$ cat config.mk
export PLATFORM = sky130hd
export DESIGN_NAME = link_rate_calc
export DESIGN_NICKNAME = d
export VERILOG_FILES = /design/src/rtl/lrc_pkg.sv /design/src/rtl/lrc_iter_div.sv /design/src/rtl/lrc_line_bytes.sv /design/src/rtl/link_rate_calc.sv
export SDC_FILE = /design/constraint.sdc
export NUM_CORES = 2
export LEC_CHECK = 0
export BUFFER_PORTS_ARGS = -buffer_cell sky130_fd_sc_hd__buf_2
export CELL_PAD_IN_SITES_DETAIL_PLACEMENT = 1
export CELL_PAD_IN_SITES_GLOBAL_PLACEMENT = 2
export CORE_ASPECT_RATIO = 1.25
export CORE_MARGIN = 2
export CORE_UTILIZATION = 35
export CTS_BUF_LIST = sky130_fd_sc_hd__clkbuf_8
export CTS_CLUSTER_SIZE = 14
export DETAILED_ROUTE_END_ITERATION = 7
export PLACE_DENSITY = 0.72
export SLEW_MARGIN = 40
export SYNTH_ARGS = -nofsm -noshare
export SYNTH_HDL_FRONTEND = slang
export SYNTH_SLANG_ARGS = --single-unit
$ cat constraint.sdc
create_clock -name clk -period 12.22 [get_ports clk]
set_clock_uncertainty 0.2 [all_clocks]
set_input_delay 0.611 -clock clk [delete_from_list [all_inputs] [get_ports clk]]
set_output_delay 0.611 -clock clk [all_outputs]
set_load 0.02 [all_outputs]
$ cat src/rtl/lrc_pkg.sv
package lrc_pkg;

    typedef enum logic [3:0] {
        PH_IDLE,
        PH_PIX,
        PH_LINE,
        PH_FRAME,
        PH_RATE,
        PH_DIV1,
        PH_WAIT1,
        PH_DIV2,
        PH_WAIT2
    } phase_e;

    localparam logic [1:0] XF_PULSE  = 2'd0;
    localparam logic [1:0] XF_EVENTS = 2'd1;
    localparam logic [1:0] XF_BURST  = 2'd2;

    localparam logic [2:0] FMT_RGB888  = 3'd0;
    localparam logic [2:0] FMT_RGB666P = 3'd1;
    localparam logic [2:0] FMT_RGB666L = 3'd2;
    localparam logic [2:0] FMT_RGB565  = 3'd3;

    localparam int unsigned PKT_SYNC  = 4;
    localparam int unsigned PKT_XTRA  = 6;
    localparam int unsigned NUM_SEG   = 4;
    localparam int unsigned EOT_BYTES = 4;
    localparam int unsigned KHZ_DIV   = 1000;

    function automatic logic [4:0] bpp_of(input logic [2:0] code);
        case (code)
            FMT_RGB888, FMT_RGB666L: return 5'd24;
            FMT_RGB666P:             return 5'd18;
            FMT_RGB565:              return 5'd16;
            default:                 return 5'd24;
        endcase
    endfunction

endpackage

$ cat src/rtl/lrc_iter_div.sv
module lrc_iter_div #(
    parameter int DW = 48,
    parameter int SW = 16
) (
    input  logic          clk,
    input  logic          rst_n,
    input  logic          go,
    input  logic [DW-1:0] num,
    input  logic [SW-1:0] den,
    output logic          fin,
    output logic [DW-1:0] quo
);
    localparam int CW = $clog2(DW + 1);

    typedef struct packed {
        logic [DW-1:0] sh;
        logic [SW-1:0] rem;
        logic [SW-1:0] den;
        logic [CW-1:0] cnt;
        logic          run;
        logic          fin;
    } div_t;

    div_t q, d;
    logic [SW:0] trial;

    always_comb begin
        d     = q;
        d.fin = 1'b0;
        trial = {q.rem, q.sh[DW-1]};
        if (go) begin
            d.sh  = num;
            d.rem = '0;
            d.den = den;
            d.cnt = CW'(DW);
            d.run = 1'b1;
        end else if (q.run) begin
            if (trial >= {1'b0, q.den}) begin
                d.rem = SW'(trial - {1'b0, q.den});
                d.sh  = {q.sh[DW-2:0], 1'b1};
            end else begin
                d.rem = trial[SW-1:0];
                d.sh  = {q.sh[DW-2:0], 1'b0};
            end
            d.cnt = q.cnt - 1'b1;
            if (q.cnt == CW'(1)) begin
                d.run = 1'b0;
                d.fin = 1'b1;
            end
        end
    end

    always_ff @(posedge clk or negedge rst_n) begin
        if (!rst_n) q <= '0;
        else        q <= d;
    end

    assign fin = q.fin;
    assign quo = q.sh;

endmodule

$ cat src/rtl/lrc_line_bytes.sv
module lrc_line_bytes
    import lrc_pkg::*;
#(
    parameter int TW = 16,
    parameter int AW = 48
) (
    input  logic [4:0]    bpp,
    input  logic [TW-1:0] act,
    input  logic [TW-1:0] sbeg,
    input  logic [TW-1:0] send,
    input  logic [TW-1:0] total,
    input  logic          eot_line,
    output logic [AW-1:0] bytes
);
    localparam logic [AW-1:0] OVH = AW'(2 * PKT_SYNC + NUM_SEG * PKT_XTRA);
    localparam logic [AW-1:0] RND = AW'(7);

    logic [TW-1:0] px    [NUM_SEG];
    logic [AW-1:0] seg_b [NUM_SEG];

    // front porch, sync width, back porch, active
    assign px[0] = sbeg - act;
    assign px[1] = send - sbeg;
    assign px[2] = total - send;
    assign px[3] = act;

    for (genvar gi = 0; gi < NUM_SEG; gi++) begin : g_seg
        assign seg_b[gi] = (AW'(px[gi]) * AW'(bpp) + RND) >> 3;
    end

    always_comb begin
        bytes = OVH + (eot_line ? AW'(EOT_BYTES) : '0);
        for (int i = 0; i < NUM_SEG; i++) begin
            bytes = bytes + seg_b[i];
        end
    end

endmodule

$ cat src/rtl/link_rate_calc.sv
module link_rate_calc
    import lrc_pkg::*;
#(
    parameter int TW = 16,
    parameter int PW = 24,
    parameter int RW = 8,
    parameter int LW = 3,
    parameter int AW = 48,
    parameter int SW = 16
) (
    input  logic          clk,
    input  logic          rst_n,
    input  logic          start,
    input  logic          pix_mode,
    input  logic [2:0]    fmt,
    input  logic [1:0]    xfer,
    input  logic [LW-1:0] lanes,
    input  logic          eot_en,
    input  logic [RW-1:0] refresh,
    input  logic [PW-1:0] pclk_khz,
    input  logic [TW-1:0] h_act,
    input  logic [TW-1:0] h_sync_beg,
    input  logic [TW-1:0] h_sync_end,
    input  logic [TW-1:0] h_total,
    input  logic [TW-1:0] v_act,
    input  logic [TW-1:0] v_sync_beg,
    input  logic [TW-1:0] v_sync_end,
    input  logic [TW-1:0] v_total,
    output logic          done,
    output logic          err,
    output logic [AW-1:0] rate_khz
);
    typedef struct packed {
        phase_e        ph;
        logic          pix;
        logic [2:0]    fmt;
        logic [1:0]    xf;
        logic [LW-1:0] ln;
        logic          eot;
        logic [RW-1:0] rate;
        logic [PW-1:0] pclk;
        logic [TW-1:0] ha;
        logic [TW-1:0] hs;
        logic [TW-1:0] he;
        logic [TW-1:0] ht;
        logic [TW-1:0] va;
        logic [TW-1:0] vs;
        logic [TW-1:0] ve;
        logic [TW-1:0] vt;
        logic [AW-1:0] acc;
        logic          done;
        logic          err;
        logic [AW-1:0] res;
    } ctx_t;

    ctx_t q, d;

    logic [4:0]    bpp;
    logic [AW-1:0] line_b;
    logic [TW-1:0] vlines;
    logic          burst_eot;
    logic          frame_eot;
    logic          div_go;
    logic [SW-1:0] div_den;
    logic          div_fin;
    logic [AW-1:0] div_quo;

    assign bpp       = bpp_of(q.fmt);
    assign burst_eot = q.eot && (q.xf == XF_BURST);
    assign frame_eot = q.eot && ((q.xf == XF_PULSE) || (q.xf == XF_EVENTS));
    assign vlines    = (q.vs - q.va) + (q.ve - q.vs) + (q.vt - q.ve) + q.va;
    assign div_go    = (q.ph == PH_DIV1) || (q.ph == PH_DIV2);
    assign div_den   = (q.ph == PH_DIV2) ? SW'(KHZ_DIV) : SW'(q.ln);

    lrc_line_bytes #(
        .TW(TW),
        .AW(AW)
    ) u_line (
        .bpp     (bpp),
        .act     (q.ha),
        .sbeg    (q.hs),
        .send    (q.he),
        .total   (q.ht),
        .eot_line(burst_eot),
        .bytes   (line_b)
    );

    lrc_iter_div #(
        .DW(AW),
        .SW(SW)
    ) u_div (
        .clk  (clk),
        .rst_n(rst_n),
        .go   (div_go),
        .num  (q.acc),
        .den  (div_den),
        .fin  (div_fin),
        .quo  (div_quo)
    );

    always_comb begin
        d      = q;
        d.done = 1'b0;
        case (q.ph)
            PH_IDLE: begin
                if (start) begin
                    d.pix  = pix_mode;
                    d.fmt  = fmt;
                    d.xf   = xfer;
                    d.ln   = lanes;
                    d.eot  = eot_en;
                    d.rate = refresh;
                    d.pclk = pclk_khz;
                    d.ha   = h_act;
                    d.hs   = h_sync_beg;
                    d.he   = h_sync_end;
                    d.ht   = h_total;
                    d.va   = v_act;
                    d.vs   = v_sync_beg;
                    d.ve   = v_sync_end;
                    d.vt   = v_total;
                    if (lanes == '0) begin
                        d.done = 1'b1;
                        d.err  = 1'b1;
                        d.res  = '0;
                    end else begin
                        d.ph = pix_mode ? PH_PIX : PH_LINE;
                    end
                end
            end
            PH_PIX: begin
                d.acc = AW'(q.pclk) * AW'(bpp) + AW'(q.ln >> 1);
                d.ph  = PH_DIV1;
            end
            PH_LINE: begin
                d.acc = line_b;
                d.ph  = PH_FRAME;
            end
            PH_FRAME: begin
                d.acc = q.acc * AW'(vlines) + (frame_eot ? AW'(EOT_BYTES) : '0);
                d.ph  = PH_RATE;
            end
            PH_RATE: begin
                d.acc = q.acc * AW'(q.rate);
                d.ph  = PH_DIV1;
            end
            PH_DIV1: d.ph = PH_WAIT1;
            PH_WAIT1: begin
                if (div_fin) begin
                    if (q.pix) begin
                        d.res  = div_quo;
                        d.err  = 1'b0;
                        d.done = 1'b1;
                        d.ph   = PH_IDLE;
                    end else begin
                        d.acc = div_quo << 3;
                        d.ph  = PH_DIV2;
                    end
                end
            end
            PH_DIV2: d.ph = PH_WAIT2;
            PH_WAIT2: begin
                if (div_fin) begin
                    d.res  = burst_eot ? (div_quo << 1) : div_quo;
                    d.err  = 1'b0;
                    d.done = 1'b1;
                    d.ph   = PH_IDLE;
                end
            end
            default: d.ph = PH_IDLE;
        endcase
    end

    always_ff @(posedge clk or negedge rst_n) begin
        if (!rst_n) q <= '0;
        else        q <= d;
    end

    assign done     = q.done;
    assign err      = q.err;
    assign rate_khz = q.res;

endmodule

# == Word-level counts from Yosys, hierarchy flattened ==
# Index checks and enable logic that the tools add are counted.
# op_classes
n_reduce_logical,15
mux,27
eq_ne,20
add_sub_neg,22
n_mul,7
magnitude_cmp,1
# op_table
cell,n
$pmux W48 S5,1
$mux W50,4
$mux W174,1
$pmux W50 S3,1
$mux W64,2
$sub A16 B16 Y16,7
$mux W98,1
$add A48 B19 Y48,2
$add A48 B45 Y48,2
$mux W48,2
$add A21 B3 Y22 const B,4
$mul A16 B5 Y21,4
$add A16 B16 Y16,3
$add A48 B3 Y48,1
$add A6 B48 Y48 const A,1
$mul A48 B16 Y48,1
$mul A48 B8 Y48,1
$pmux W4 S8,1
$add A29 B2 Y30,1
$mul A24 B5 Y29,1
$ge A17 B16 Y1,1
$mux W17,1
$eq A4 B3 Y1 const B,4
$mux W4,3
31 further kinds,42
# word_totals
out_inout_bits,50
wordCells,118
input_bits,173
ff_bits,360

# == Logic depth before layout (Yosys ltp) ==
# depth
word_depth,9
depth_mapped,42
depth_no_buf,41

# == By module ==
# From an unflattened synthesis, not the netlist that was laid out.
# unflattened
hier_cells,7849
hier_area_um2,67242.0
# modules_own_cells
module,cells_each,instances,area_each_um2
link_rate_calc,5330,1,46234.3
lrc_line_bytes,1938,1,15741.3
lrc_iter_div,581,1,5266.3

# == Worst setup path after synthesis ==
# No wires, ideal clock.
# synth_timing
kind,register to register
start,register q[115] in the netlist's numbering
end,register q[97] in the netlist's numbering
slack_ps,1605
arrival_ps,10291
setup_time_ps,124
path_buffers,1
required_ps,11896
path_stages_with_launch,41
synth_period_minus_slack_ps,10615
cell_sequence,dfrtp_1 inv_1 fa_1 inv_1 fa_1 fa_1 inv_1 fa_1 inv_1 ha_1 fa_1 a211oi_1 o21a_1 o211ai_1 a31o_1 a21oi_1 xnor2_1 clkbuf_1 (+5 left out) fa_1 fa_1 inv_1 fa_1 inv_1 ha_1 a22o_1 or4_1 o2111ai_1 a31oi_1 a21oi_1 o31ai_4 xnor2_1 and4_1 o21ai_1 o2111ai_1 a21oi_1 o31a_1
# synth_between
elab_chain_len,7
word_cells_on_any_way,8
cone_classes,add/sub: 6; mul: 1; mux: 1
# synth_lines
item,line,rtl
start: declaration,link_rate_calc.sv:56,"ctx_t q, d;"
start signal: assignment,link_rate_calc.sv:175,if (!rst_n) q <= '0;
start signal: assignment,link_rate_calc.sv:176,else q <= d;
$sub A16 B16 Y16,link_rate_calc.sv:71,assign vlines = (q.vs - q.va) + (q.ve - q.vs) + (q.vt - q.ve) + q.va;
$add A16 B16 Y16,link_rate_calc.sv:71,
$add A16 B16 Y16 (*) (2 in a row),link_rate_calc.sv:71,
$mul A48 B16 Y48 (*),link_rate_calc.sv:140,d.acc = q.acc * AW'(vlines) + (frame_eot ? AW'(EOT_BYTES) : '0);
$add A48 B3 Y48 (*),link_rate_calc.sv:140,
$pmux W48 S5 (*),link_rate_calc.sv:104,case (q.ph)
# Mark *: on every way between the ends. The rest lies on a longest branch, timed or not.
# A chain may end at the register's enable or synchronous reset.

# == Final worst setup path ==
# Same ends and word-level chain as after synthesis.

==> run_results.csv <==
group,metric,value,unit
drt,drt-wirelength-per-cell,21.89,um
global_route,grt_first_pass_wirelength,334700,um
synth,synth_top_area_cell,"sky130_fd_sc_hd__fa_1",
critical_path,cp_slowest_stage_delay,560,ps
critical_path,regToRegStartpoint,"q[115]",
synth,yosys-top-cells-area,"sky130_fd_sc_hd__fa_1, sky130_fd_sc_hd__dfrtp_1, sky130_fd_sc_hd__ha_1, sky130_fd_sc_hd__inv_1, sky130_fd_sc_hd__nand2_1",
sta,post-route-period-util,0.9660,
final_layout,final_cell_count_no_fill,9770,
global_route,grt-ovfl-total,0,
run,cap_viol_max_count,0,
clocking,clkSinkCount,345,
drt,drt-pass1-iter-count,8,
clocking,clk_latency,810,ps
clocking,clock_tree.root_cell,"sky130_fd_sc_hd__clkbuf_8",
place,placedInstanceArea,64780,sq um
final_layout,nets,9062,
synth,instance_count_of_the_mapped_netlist,7167,
sta,clock.fmax,84.72,MHz
floorplan,core_region_area,173500,sq um
floorplan,io-pin-count,223,
synth,mean_cell_area_of_the_mapped_netlist,8.522,sq um
floorplan,die_h,471.0,um
synth,most_numerous_cell_in_the_yosys_netlist,"sky130_fd_sc_hd__inv_1",
synth,yosys-top-cells-count,"sky130_fd_sc_hd__inv_1, sky130_fd_sc_hd__nand2_1, sky130_fd_sc_hd__fa_1, sky130_fd_sc_hd__ha_1, sky130_fd_sc_hd__and2_1",
drt,drtIter0Drc,2433,
clocking,cts_htree_levels,3,
place,dp.cells,9463,
critical_path,most_prevalent_standard_cell_on_the_critical_path,"sky130_fd_sc_hd__fa_1",
synth,ys_async_sr_fraction,1.000,
drt,drtAntennaViolNets,0,
synth,ys_ff_latch,345,
critical_path,worstPathRequired,12650,ps
critical_path,rrSetupSlack,420,ps
critical_path,crit_type,"reg -> reg",
critical_path,timing.critical_path.to_type,"flip-flop",
global_route,global_route.usage.total,0.2462,
critical_path,critPathSlowestCell,"sky130_fd_sc_hd__fa_1",
synth,postSynth.topFlopCell,"sky130_fd_sc_hd__dfrtp_1",
synth,syn_area,61080,sq um
global_route,antenna_violations_before_repair,11,
floorplan,initial_utilization,0.3520,
sta,setup_repair_after_global_routing_missed_its_margin,"false",
critical_path,critPathArrivalTime,12230,ps
clocking,clock_tree_from_tritoncts,"built",
floorplan,die-width,377.6,um
final_layout,layout.cell_area.non_filler,68060,sq um
sta,fin_setup_tns,0,ps
final_layout,flow.area_growth_from_synthesis,11.44,%
critical_path,depth_of_the_worst_register_to_register_path,38,
run_status,outcome,"finished clean",
place,dpl_worst_slack,283.5,ps
final_layout,layout-drive-gt1-share,0.07013,
drt,dr_total_vias,49975,
critical_path,cp_max_fo,12,
clocking,cts-root-to-sink-buffers,3,
sta,timing.final.setup_violations,0,
sta,min_tclk_post_route,11800,ps
global_route,largest_net_degree_at_the_start_of_global_routing,85,
synth,syn_nets,8858,
place,port-buffer-count,219,
synth,netlist.area_leader.share,0.3186,
sta,timing.final.hold_violations,0,
critical_path,worstReg2RegEnd,"q[97]",
place,globalplace.congestion,0.8924,
synth,seq_total_area_yosys,0.1413,
drt,post_drt_via_cell_ratio,5.115,
floorplan,placementRows,171,
synth,yosys_warnings,0,
sta,max_slew.worst_pin.slew,868.5,ps
critical_path,worst_setup_path_start_kind,"flip-flop",
hold_path,worstHoldPathType,"in -> async",
sta,setup_ws,416.1,ps
place,hpwl_dp,166200,um
sta,number_of_max_slew_violations_in_the_final_report,0,
drt,remaining_drc_errors,0,
synth,synth_edf_count,0,
drt,routed_wl,213900,um
clocking,clk_transition_reported_paths,60,ps
synth,yosysUniqueCellTypes,78,
global_route,first_global_vias,56591,
floorplan,design.die.area,177900,sq um
clocking,cts_inserted_buffers,72,
sta,maxSlewHeadroom,0.4210,
[routing by layer]
metal	share of wire	routed length, um	GRT usage	vias to the layer above
met1	0.41	87540	0.2968	26082
met3	0.048	10180	0.04091	270
met4	0.030	6511	0.07278	10
met2	0.51	109600	0.4450	987
li1	-	-	-	22626
met5	0.00028	60	0	-
[cells by family after synthesis]
| family | Yosys count | share of synthesized area |
|---|---|---|
| muxes | 56 | 0.009178 |
| AOI/OAI and AO/OA | 982 | 0.1042 |
| adders and majority gates | 1518 | 0.4304 |
| and+or+nand+nor | 2184 | 0.1620 |
| buffers and inverters | 1828 | 0.1153 |
| xor gates and xnor gates | 254 | 0.03749 |
| DFF | 345 | 0.1413 |
[critical path, delay by kind of cell (launching register included)]
kind	cells	cell delay, ps
and+or+nand+nor	3	980
xor gates and xnor gates	2	600
DFF	1	350
adders and majority gates	13	5930
AOI/OAI and AO/OA	14	3250
buffers and inverters	6	350
[per-stage QoR]
step / util / hold WS (ps)
floorplan: - / 115.4
global placement: 0.3728 / 250.8
detailed placement: 0.3733 / 257.5
CTS: 0.3918 / 137.2
global route: 0.3922 / 154.0
finish: 0.3923 / 192.7
[how the worst max path moves through the flow]
stage	start	end	slack, ps
after floorplan	q[115]	q[97]	1600
after global placement	q[115]	q[97]	270
after detailed placement	q[115]	q[69]	280
after CTS	q[115]	q[97]	250
after global routing	q[115]	q[94]	7
final	q[115]	q[97]	420
[state kept, by name, summed over array words and instances (netlist names)]
signal and flops:
done 1, u_div.fin 1, err 1, q 219, u_div.quo 48, rate_khz 48, u_div.q 27
[cells in the final DEF, fill, tap and decap left out, types with 28 or more instances in the layout]
cell type / n
sky130_fd_sc_hd__dlygate4sd3_1: 167
sky130_fd_sc_hd__nor3_1: 65
sky130_fd_sc_hd__xnor2_1: 153
sky130_fd_sc_hd__xor2_1: 87
sky130_fd_sc_hd__buf_4: 119
sky130_fd_sc_hd__nand3_1: 61
sky130_fd_sc_hd__and2_1: 403
sky130_fd_sc_hd__a211oi_1: 28
sky130_fd_sc_hd__buf_2: 218
sky130_fd_sc_hd__ha_1: 544
sky130_fd_sc_hd__clkbuf_8: 87
sky130_fd_sc_hd__nand2b_1: 40
sky130_fd_sc_hd__dfrtp_1: 341
sky130_fd_sc_hd__a31oi_1: 32
sky130_fd_sc_hd__mux2i_1: 56
sky130_fd_sc_hd__fa_1: 971
sky130_fd_sc_hd__nand2_1: 1258
sky130_fd_sc_hd__o21ai_0: 314
sky130_fd_sc_hd__nor2b_1: 30
sky130_fd_sc_hd__nor2_1: 208
sky130_fd_sc_hd__a222oi_1: 53
sky130_fd_sc_hd__a21o_1: 69
sky130_fd_sc_hd__inv_1: 1461
sky130_fd_sc_hd__a21oi_1: 196
[timing repair]
action	in CTS	in global routing
endpoints found under the setup margin	0	6
hold buffers	167	0
hold endpoints to repair	239	0
resized for setup	0	6
setup buffers	0	2
[cell type report]
class / instances / area [sq um]
antenna: 6 / 15.01
inverter: 1445 / 5424
fill: 20471 / 105500
tap: 2335 / 2922
sequential: 345 / 8641
clock inverter: 45 / 336.6
timing repair buffer: 513 / 3787
clock buffer: 87 / 1197
multi-input combinational: 4994 / 45740
Power is not shown: default switching activity piles up to over one toggle a cycle in this logic, so the estimate is an artifact.
